**config.mk**
```make
export PLATFORM = sky130hd
export DESIGN_NAME = xbo_arbiter
export DESIGN_NICKNAME = d
export VERILOG_FILES = /design/src/rtl/xbo_pkg.sv /design/src/rtl/xbo_sync.sv /design/src/rtl/xbo_fsm.sv /design/src/rtl/xbo_drive.sv /design/src/rtl/xbo_arbiter.sv
export SDC_FILE = /design/constraint.sdc
export NUM_CORES = 1
export LEC_CHECK = 0
export ABC_AREA = 1
export BUFFER_PORTS_ARGS = -buffer_cell sky130_fd_sc_hd__buf_2
export CAP_MARGIN = 30
export CELL_PAD_IN_SITES_DETAIL_PLACEMENT = 0
export CELL_PAD_IN_SITES_GLOBAL_PLACEMENT = 1
export CORE_UTILIZATION = 27
export DETAILED_ROUTE_END_ITERATION = 8
export PLACE_DENSITY_LB_ADDON = 0.1
export SYNTH_ARGS = -nofsm -noshare
export SYNTH_HDL_FRONTEND = slang
export SYNTH_SLANG_ARGS = --single-unit
```
**constraint.sdc**
```tcl
create_clock -name clk -period 2.26 [get_ports clk]
set_input_delay 0.452 -clock clk [delete_from_list [all_inputs] [get_ports clk]]
set_output_delay 0.452 -clock clk [all_outputs]
set_load 0.01 [all_outputs]
```
**src/rtl/xbo_pkg.sv**
```systemverilog
package xbo_pkg;
  typedef enum logic [1:0] {
    ST_OWNED   = 2'd0,
    ST_WAITB   = 2'd1,
    ST_GRANTED = 2'd2,
    ST_RECLAIM = 2'd3
  } xbo_state_t;

  typedef struct packed {
    logic drive;
    logic go;
    logic hold;
  } xbo_ctl_t;
endpackage

```
**src/rtl/xbo_sync.sv**
```systemverilog
module xbo_sync #(
  parameter int STAGES = 2
) (
  input  logic clk,
  input  logic rst,
  input  logic d_async,
  output logic q_sync
);
  logic [STAGES-1:0] chain;

  generate
    for (genvar i = 0; i < STAGES; i++) begin : g_stage
      if (i == 0) begin : g_first
        always_ff @(posedge clk) begin
          if (rst) chain[0] <= 1'b0;
          else     chain[0] <= d_async;
        end
      end else begin : g_next
        always_ff @(posedge clk) begin
          if (rst) chain[i] <= 1'b0;
          else     chain[i] <= chain[i-1];
        end
      end
    end
  endgenerate

  assign q_sync = chain[STAGES-1];
endmodule

```
**src/rtl/xbo_fsm.sv**
```systemverilog
module xbo_fsm
  import xbo_pkg::*;
(
  input  logic clk,
  input  logic rst,
  input  logic strap,
  input  logic req_s,
  input  logic pend,
  input  logic in_frame,
  output logic mode,
  output logic drive,
  output logic go,
  output logic hold
);
  xbo_state_t state_q, state_d;
  logic       mode_q;
  logic       gap_ok;
  xbo_ctl_t   ctl;

  assign gap_ok = !pend && !in_frame;

  always_ff @(posedge clk) begin
    if (rst) begin
      mode_q  <= strap;
      state_q <= strap ? ST_OWNED : ST_GRANTED;
    end else begin
      state_q <= state_d;
    end
  end

  always_comb begin
    state_d = state_q;
    if (mode_q) begin
      unique case (state_q)
        ST_OWNED:   if (req_s) state_d = gap_ok ? ST_GRANTED : ST_WAITB;
        ST_WAITB:   if (!req_s) state_d = ST_OWNED;
                    else if (gap_ok) state_d = ST_GRANTED;
        ST_GRANTED: if (!req_s) state_d = ST_RECLAIM;
        ST_RECLAIM: state_d = ST_OWNED;
        default:    state_d = ST_OWNED;
      endcase
    end else begin
      unique case (state_q)
        ST_GRANTED: if (pend) state_d = ST_WAITB;
        ST_WAITB:   if (req_s) state_d = ST_OWNED;
        ST_OWNED:   if (gap_ok) state_d = ST_RECLAIM;
        ST_RECLAIM: if (!req_s) state_d = ST_GRANTED;
        default:    state_d = ST_GRANTED;
      endcase
    end
  end

  always_comb begin
    ctl = '{drive: 1'b0, go: 1'b0, hold: 1'b0};
    if (mode_q) begin
      unique case (state_q)
        ST_OWNED:   ctl = '{drive: 1'b1, go: 1'b1, hold: 1'b0};
        ST_WAITB:   ctl = '{drive: 1'b1, go: 1'b1, hold: 1'b0};
        ST_GRANTED: ctl = '{drive: 1'b0, go: 1'b0, hold: 1'b1};
        default:    ctl = '{drive: 1'b0, go: 1'b0, hold: 1'b0};
      endcase
    end else begin
      unique case (state_q)
        ST_WAITB:   ctl = '{drive: 1'b0, go: 1'b0, hold: 1'b1};
        ST_OWNED:   ctl = '{drive: 1'b1, go: 1'b1, hold: 1'b1};
        default:    ctl = '{drive: 1'b0, go: 1'b0, hold: 1'b0};
      endcase
    end
  end

  assign mode  = mode_q;
  assign drive = ctl.drive;
  assign go    = ctl.go;
  assign hold  = ctl.hold;


  grant_needs_req_chk: assert property (@(posedge clk) disable iff (rst)
    (mode_q && $rose(hold)) |-> $past(req_s));


  grant_at_gap_chk: assert property (@(posedge clk) disable iff (rst)
    (mode_q && $rose(hold)) |-> $past(gap_ok));


  mode_fixed_chk: assert property (@(posedge clk) disable iff (rst)
    1'b1 |=> $stable(mode_q));


  slave_rerequest_chk: assert property (@(posedge clk) disable iff (rst)
    (!mode_q && $fell(hold)) |=> !hold);
endmodule

```
**src/rtl/xbo_drive.sv**
```systemverilog
module xbo_drive #(
  parameter int HOST_W = 16,
  parameter int IO_W   = 8
) (
  input  logic              clk,
  input  logic              rst,
  input  logic              drive,
  output logic [HOST_W-1:0] host_oe,
  output logic [IO_W-1:0]   io_oe
);
  logic io_on_q;

  always_ff @(posedge clk) begin
    if (rst) io_on_q <= 1'b0;
    else     io_on_q <= 1'b1;
  end

  generate
    for (genvar i = 0; i < HOST_W; i++) begin : g_host
      assign host_oe[i] = drive;
    end
    for (genvar j = 0; j < IO_W; j++) begin : g_io
      assign io_oe[j] = io_on_q;
    end
  endgenerate


  io_always_on_chk: assert property (@(posedge clk) disable iff (rst)
    1'b1 |=> (io_oe == {IO_W{1'b1}}));
endmodule

```
**src/rtl/xbo_arbiter.sv**
```systemverilog
module xbo_arbiter #(
  parameter int HOST_OE_W   = 16,
  parameter int IO_OE_W     = 8,
  parameter int SYNC_STAGES = 2
) (
  input  logic                 clk,
  input  logic                 rst,
  input  logic                 strap_arb_en,
  input  logic                 hold_in,
  input  logic                 dma_pending,
  input  logic                 dma_in_frame,
  output logic                 hold_out,
  output logic                 arb_mode,
  output logic                 local_go,
  output logic [HOST_OE_W-1:0] host_oe,
  output logic [IO_OE_W-1:0]   io_oe
);
  localparam logic [HOST_OE_W-1:0] HOST_ALL = {HOST_OE_W{1'b1}};

  logic req_s;
  logic drive;

  xbo_sync #(.STAGES(SYNC_STAGES)) u_sync (
    .clk     (clk),
    .rst     (rst),
    .d_async (hold_in),
    .q_sync  (req_s)
  );

  xbo_fsm u_fsm (
    .clk      (clk),
    .rst      (rst),
    .strap    (strap_arb_en),
    .req_s    (req_s),
    .pend     (dma_pending),
    .in_frame (dma_in_frame),
    .mode     (arb_mode),
    .drive    (drive),
    .go       (local_go),
    .hold     (hold_out)
  );

  xbo_drive #(.HOST_W(HOST_OE_W), .IO_W(IO_OE_W)) u_drive (
    .clk     (clk),
    .rst     (rst),
    .drive   (drive),
    .host_oe (host_oe),
    .io_oe   (io_oe)
  );


  granted_tristate_chk: assert property (@(posedge clk) disable iff (rst)
    (arb_mode && hold_out) |-> (host_oe == '0 && !local_go));


  reclaim_order_chk: assert property (@(posedge clk) disable iff (rst)
    (arb_mode && $fell(hold_out)) |-> (host_oe == '0) ##1 (host_oe == HOST_ALL && local_go));


  slave_drive_needs_req_chk: assert property (@(posedge clk) disable iff (rst)
    (!arb_mode && host_oe != '0) |-> hold_out);
endmodule

```
# Word-level counts from Yosys, hierarchy flattened
# Cells that the tools add are included.
[totals]
reg_bits = 6
output_inout_bits = 27
wordCells = 39
[op_classes]
eq_ne = 10
muxes = 18
reduce_logical = 6
[ops]
columns = ["op", "count"]
rows = [
  ["$mux W2", 12],
  ["$pmux W2 S4", 2],
  ["$ne A4 B3 Y1 const B", 3],
  ["$pmux W3 S2", 2],
  ["$ne A4 B4 Y1 const B", 2],
  ["$reduce_and A7 Y1", 1],
  ["$ne A5 B5 Y1 const B", 1],
  ["$eq A2 B2 Y1 const B", 2],
  ["$ne A4 B2 Y1 const B", 1],
  ["$mux W3", 1],
  ["$eq A2 B1 Y1 const B", 1],
  ["$logic_not A1 Y1", 2],
  ["$logic_not A2 Y1", 1],
  ["$reduce_or A2 Y1", 1],
  ["$logic_and A1 B1 Y1", 1],
  ["$mux W1", 1],
]

# Longest topological paths before layout
# Gate-level depths: netlist (run 1).
[logic_depth]
word_depth = 7
ltp_mapped = 7
ltp_nobuf = 7

# Hierarchy
# A second synthesis (run 1) with hierarchy kept.
[unflattened]
hier_cells = 91
hier_area_um2 = 643.1
[modules_own_cells]
columns = ["mod", "instances", "cells_per_inst", "area_each_um2", "seq_area_each_um2"]
rows = [
  ["xbo_fsm", 1, 59, 384.1, 90.1],
  ["xbo_drive", 1, 26, 203.9, 20.0],
  ["xbo_sync", 1, 6, 55.1, 40.0],
]

# Worst setup path before layout (run 1)
# OpenSTA, ideal clock, no wires.
[synth_path]
path_kind = "reg2out"
start = "register u_fsm.state_q[0]"
end = "output port host_oe[0]"
t_arrival_ns = 2.160
path_slack_ns = -0.352
path_stages_with_launch = 6
path_buffers = 1
path_cell_list = "edfxtp_1 -> inv_1 -> ha_1 -> nor2_1 -> o21ai_0 -> buf_4"
[synth_via]
elab_chain_cells = 4
word_cells_on_any_way = 7
classes_between = "eq/ne: 2; mux: 3; reduce/logical: 2"
[synth_lines]
columns = ["element", "line", "rtl"]
rows = [
  ["from (decl)", "xbo_fsm.sv:15", "xbo_state_t state_q, state_d;"],
  ["from (signal assigned)", "xbo_fsm.sv:25", "state_q <= strap ? ST_OWNED : ST_GRANTED;"],
  ["from (signal assigned)", "xbo_fsm.sv:27", "state_q <= state_d;"],
  ["$eq A2 B1 Y1 / $logic_not A2 Y1 (equally long branches)", "xbo_fsm.sv:56, xbo_fsm.sv:63", ""],
  ["$reduce_or A2 Y1 (no line)", "-", ""],
  ["$pmux W3 S2", "xbo_fsm.sv:56", "unique case (state_q)"],
  ["$mux W3 *", "xbo_fsm.sv:55", "if (mode_q) begin"],
  ["to (decl)", "xbo_arbiter.sv:15", "output logic [HOST_OE_W-1:0] host_oe,"],
]
# Every way passes the cells marked *; elsewhere a longest branch is shown, timed or not.

# Worst setup path after layout (run 1)
[layout_path]
start = "register u_fsm.state_q[0]"
end = "output port host_oe[6]"
# The elaborated chain is that of the path after synthesis.

==> results of run 1 <==
-- registers in the layout, indices dropped and copies added, names as in the netlist --
register	flops
u_fsm.state_q	2
u_fsm.mode	1
u_sync.q_sync	1
u_sync.chain	1
u_drive.io_on_q	1
-- area by class of cell --
cell class                      count  area share [%]
Multi-Input combinational cell     45           36.98
Tap cell                           28           5.100
Inverter                           13           7.832
Clock buffer                        4           3.825
Timing Repair Buffer               33           24.41
Sequential cell                     6           21.86
-- worst max-delay path, stage by stage (launching register included) --
cell and delay [ns]:
edfxtp_1 0.43, inv_1 0.13, ha_1 0.23, nor2_1 0.08
o21ai_1 0.13, buf_4 0.19, buf_2 0.14
-- power by group through the flow --
stage	logic [mW]	clock network, mW	registers [mW]
global route	0.569	0.113	0.169
global placement	0.527	0	0.166
floorplan	0.519	0	0.160
CTS	0.515	0.106	0.166
finish	0.506	0.101	0.165
detailed placement	0.514	0	0.168
-- layer usage --
layer,global-route usage (%),vias to the layer above
li1,-,273
met1,8.602,208
met2,15.79,23
met3,2.679,2
met4,4.167,0
met5,0,-
-- worst min path at each step --
stage	cells past startpoint	startpoint	end
6_report	2	u_sync.chain[0]	u_sync.q_sync
5_1_grt	1	strap_arb_en	u_fsm.mode
3_5_place_dp	2	u_sync.chain[0]	u_sync.q_sync
3_3_place_gp	2	u_sync.chain[0]	u_sync.q_sync
4_1_cts	1	strap_arb_en	u_fsm.mode
2_1_floorplan	2	u_sync.chain[0]	u_sync.q_sync
-- cells by family (layout without fill, tap and decap cells) --
logic type,after synthesis,count (layout)
compound gates,6,6
fa+ha+maj,6,6
buf+inv,38,50
flops,6,6
simple gates,33,33
-- per-stage QoR --
stage               total power, mW  util (%)
floorplan                    0.6794         -
global placement             0.6930     29.58
detailed placement           0.6820     29.58
CTS                          0.7872     30.76
global route                 0.8519     30.76
finish                       0.7732     30.76
-- cells in the final DEF (no fill, tap or decap), drive strengths merged --
cell type / count
buf: 33
nor2: 16
inv: 13
nand2: 12
ha: 6
o21ai: 4
clkbuf: 4
nand3: 3
dfxtp: 3
edfxtp: 3
nand4: 2
a21boi: 1
a31oi: 1
==> impl_metrics.csv, run 1 <==
group,metric,value,unit
yosys,synth.largest_area_cell,"buf_4",
timing,period_minus_slack,2.016,ns
place,gp_congestion,0.7094,
place,placement.cell_area,660.6,um2
yosys,synthCells,89,
die,core_area,2233,um2
yosys,synth_top_family_by_area,"buffers and inverters",
setup_path,worstSetupStartpointType,"register",
grt,grt_pass1_vias,388,
clock_tree,hold_buffers,0,
yosys,synth-compound-area-share,5.202,%
die,die_h,51.04,um
grt,antenna_found_initial,0,
yosys,post_synth.cell_area_avg,7.296,um2
timing,fmax,496.1,MHz
timing,whs,0.3994,ns
die,die_w,51.04,um
final_layout,fillers,250,
final_layout,final_cells,129,
detailed_routing,drt.antenna.violating_nets,0,
clock_tree,htree_levels,1,
yosys,synth.top_cell.area_share,27.75,%
setup_path,r2r_cells,7,
grt,grt_pass1_wl,1.587,mm
setup_path,reg2reg_from,"u_fsm.state_q[0]",
yosys,synth_xor_area_share,0,%
yosys,synth.distinct_cells,18,
detailed_routing,wl_met1,453,um
clock_tree,cts_buffers,3,
setup_path,regToRegEndpoint,"u_fsm.state_q[0]",
place,numPortBuffers,32,
yosys,synth_most_common_cell,"buf_4",
setup_path,crit_arrival,1.56,ns
setup_path,cp.required,1.81,ns
timing,tightest_slew,0.4607,ns
yosys,synth_adder_area_share,11.56,%
clock_tree,clkLatencyLatePin,0.24,ns
yosys,muxShareOfSynthArea,0,%
yosys,yosys_warnings,0,
die,io_pins,33,
setup_path,end_kind,"primary output",
detailed_routing,via_per_inst,3.922,
detailed_routing,dr.pass1.iters,4,
clock_tree,cts.clk_slew.worst_paths,0.05,ns
power,p_per_area,1126,nW/um2
setup_path,path_max_fanout,17,
yosys,synth-edff-count,3,
final_layout,drive_gt1_share,40.59,%
timing,setup_viol,0,
clock_tree,postCtsSetupBuffers,0,
setup_path,critical_path.endpoint,"host_oe[6]",
detailed_routing,wire_per_inst,8.349,um
setup_path,critical_path_class,"register to primary output",
yosys,synth-seq-cells,6,
power,p_int,0.4148,mW
setup_path,r2r_setup_slack,0.70,ns
timing,final.setup.tns,0,ns
clock_tree,cts_sinks,6,
timing,fin_skew,0.004232,ns
timing,slew_violations,0,
final_layout,nets,114,
final_layout,final_cell_area,686.9,um2
yosys,ys_seq_area_share,23.12,%
place,dp.cells,125,
power,ir_drop,0.4687,mV
timing,relSlewSlack,69.29,%
yosys,synth_top_cells_by_count,"buf_4 (24), nor2_1 (15), inv_1 (11), nand2_1 (10), ha_1 (6)",
detailed_routing,drc,0,
power,power.share.switching,46.36,%
die,initial_core_util,29.08,%
final_layout,diodes,0,
yosys,dominantRegCellSynth,"edfxtp_1",
final_layout,area_delta_synth_final,5.780,%
power,power_frac_clock,13.1,%
yosys,synth_area_leaders,"buf_4 (28%), edfxtp_1 (14%), ha_1 (12%)",
clock_tree,clockBufferDepth,2,
detailed_routing,wl,1.077,mm
grt,grt_use_total,8.582,%
power,pwr-share-seq,21.4,%
flow_run,max_cap_viol_count,0,
clock_tree,cts_tree,"done",
grt,overflow,0,
timing,final-hold-violation-count,0,
die,rows,17,
yosys,yosys.area_share.simple,22.35,%
final_layout,final-seq-area,150.1,um2
detailed_routing,routed.top_layer,"met4",
place,place_ws,0.4771,ns
power,p_sw,0.3585,mW
detailed_routing,dr_wl_met2,543,um
final_layout,multi_input_area,254.0,um2
yosys,ys_async_sr_fraction,0,%
yosys,syn_area,649.4,um2
worst_hold_path,hp-class,"register to register",
detailed_routing,num_vias,506,
detailed_routing,met3_length,68,um
detailed_routing,first_iter_violations,6,
power,p_comb_share,65.5,%
timing,rsz0062_at_grt,"false",
die,dieArea,2605,um2
power,total_leakage_power,0.3966,nW
grt,grt_start_max_net_pins,18,
place,dp_hpwl,934.8,um
timing,setup_slack,0.2443,ns
setup_path,cp-startpoint,"u_fsm.state_q[0]",
outcome,status,"finished, final reports clean",
timing,timing.final.crit_share,89.19,%
clock_tree,cts-root-buf,"clkbuf_4",
clock_tree,cts-resized-gates,0,
yosys,syn_nets,101,
Note: power is estimated with default switching activity, not from simulation.
==> run 2: changes to the inputs <==
Settings changed: PLACE_DENSITY set to 0.82, PLACE_DENSITY_LB_ADDON 0.1 to not set.
==> impl_metrics.csv, run 2 (synthesized netlist as in run 1, its figures left out) <==
group,metric,value,unit
clock_tree,htree_levels,1,
final_layout,layout_commonest_cell,"buf_2",
die,initial_core_util,29.08,%
setup_path,cp-startpoint,"u_fsm.state_q[0]",
clock_tree,cts_buffers,3,
timing,final-hold-violation-count,0,
timing,slew_violations,0,
final_layout,top_register,"u_fsm.state_q",
timing,relSlewSlack,71.99,%
setup_path,path_max_fanout,17,
detailed_routing,drc,0,
power,total_leakage_power,0.3966,nW
grt,grt_pass1_vias,412,
grt,grt_pass1_wl,1.593,mm
final_layout,diodes,0,
grt,grt_start_max_net_pins,18,
final_layout,final_cell_mix,"buf_2 (32), nor2_1 (15), inv_1 (11)",
detailed_routing,first_iter_violations,12,
final_layout,final_util,30.76,%
detailed_routing,drt.antenna.violating_nets,0,
setup_path,slowest_delay,0.44,ns
timing,tightest_slew,0.4201,ns
die,io_pins,33,
clock_tree,cts_sinks,6,
final_layout,area_delta_synth_final,5.780,%
final_layout,final_cell_area,686.9,um2
worst_hold_path,hp-class,"primary input to register",
timing,timing.final.crit_share,89.56,%
place,gp_congestion,0.7490,
timing,fmax,494.1,MHz
outcome,status,"finished, final reports clean",
die,dieArea,2605,um2
final_layout,drive_gt1_share,40.59,%
clock_tree,cts.clk_slew.worst_paths,0.05,ns
setup_path,crit_arrival,1.57,ns
flow_run,max_cap_viol_count,0,
die,die_w,51.04,um
timing,period_minus_slack,2.024,ns
place,place_ws,0.4964,ns
grt,antenna_found_initial,0,
clock_tree,clockBufferDepth,2,
setup_path,cpLargestDelayFamily,"buffers and inverters",
setup_path,reg2reg_from,"u_fsm.state_q[0]",
die,die_h,51.04,um
power,ir_drop,0.4965,mV
die,rows,17,
power,p_total,0.7862,mW
timing,final.setup.tns,0,ns
timing,rsz0062_at_grt,"false",
clock_tree,hold_buffers,0,
final_layout,final_cells,129,
grt,overflow,0,
setup_path,worstSetupStartpointType,"register",
setup_path,worstPathCellList,"inv_1, ha_1, nor2_1, o21ai_1, buf_4, buf_2",
clock_tree,postCtsSetupBuffers,0,
clock_tree,cts-resized-gates,0,
detailed_routing,wl,1.007,mm
setup_path,critical_path_class,"register to primary output",
grt,grt_use_total,8.447,%
setup_path,crit_buf_inv,3,
timing,whs,0.3959,ns
timing,setup_viol,0,
final_layout,largest_reg_flops,2,
worst_hold_path,hp-start,"strap_arb_en",
final_layout,nets,114,
detailed_routing,wire_per_inst,7.806,um
setup_path,end_kind,"primary output",
place,placement.cell_area,660.6,um2
final_layout,multi_input_area,254.0,um2
detailed_routing,via_per_inst,3.891,
clock_tree,clkLatencyLatePin,0.25,ns
place,dp.cells,125,
clock_tree,cts_tree,"done",
final_layout,final-seq-area,150.1,um2
clock_tree,cts-root-buf,"clkbuf_4",
place,dp_hpwl,844.7,um
place,numPortBuffers,32,
setup_path,cp.required,1.81,ns
timing,setup_slack,0.2361,ns
detailed_routing,num_vias,502,
detailed_routing,dr.pass1.iters,4,
setup_path,slowest_stage,"edfxtp_1",
final_layout,fillers,238,
die,core_area,2233,um2
power,p_per_area,1145,nW/um2
timing,fin_skew,0.007369,ns
## run 2: layer usage
layer	global-route usage (%)	up-vias	part of all wire, %	routed length, um
met5	0	-	0	0
met4	7.407	0	0	0
met3	1.786	0	5.5	55
met2	13.60	25	46	459
met1	9.286	203	49	492
li1	-	274	-	-
## run 2: worst reg2reg max path, stage by stage, from the launching register on
cell	delay (ns)
edfxtp_1	0.41
inv_1	0.10
ha_1	0.28
nand2_2	0.09
nor2_2	0.04
nor2_1	0.10
nand3_1	0.08
nor2_1	0.17
## run 2: area by class of cell
class,instances,share of cell area (%)
Clock buffer,4,3.825
Inverter,13,7.832
Multi-Input combinational cell,45,36.98
Sequential cell,6,21.86
Tap cell,28,5.100
Timing Repair Buffer,33,24.41
## run 2: worst paths after layout
path	to	slack, ns	cells past startpoint
setup / recovery	host_oe[1]	0.24	6
hold / removal	u_fsm.mode	0.40	1
setup reg to reg	u_fsm.state_q[1]	0.68	7
hold reg to reg	u_sync.q_sync	0.40	2
## run 2: power breakdown
group | internal (mW) | switching (mW)
clock | 0.0670 | 0.0414
combinational | 0.209 | 0.304
sequential | 0.142 | 0.0229
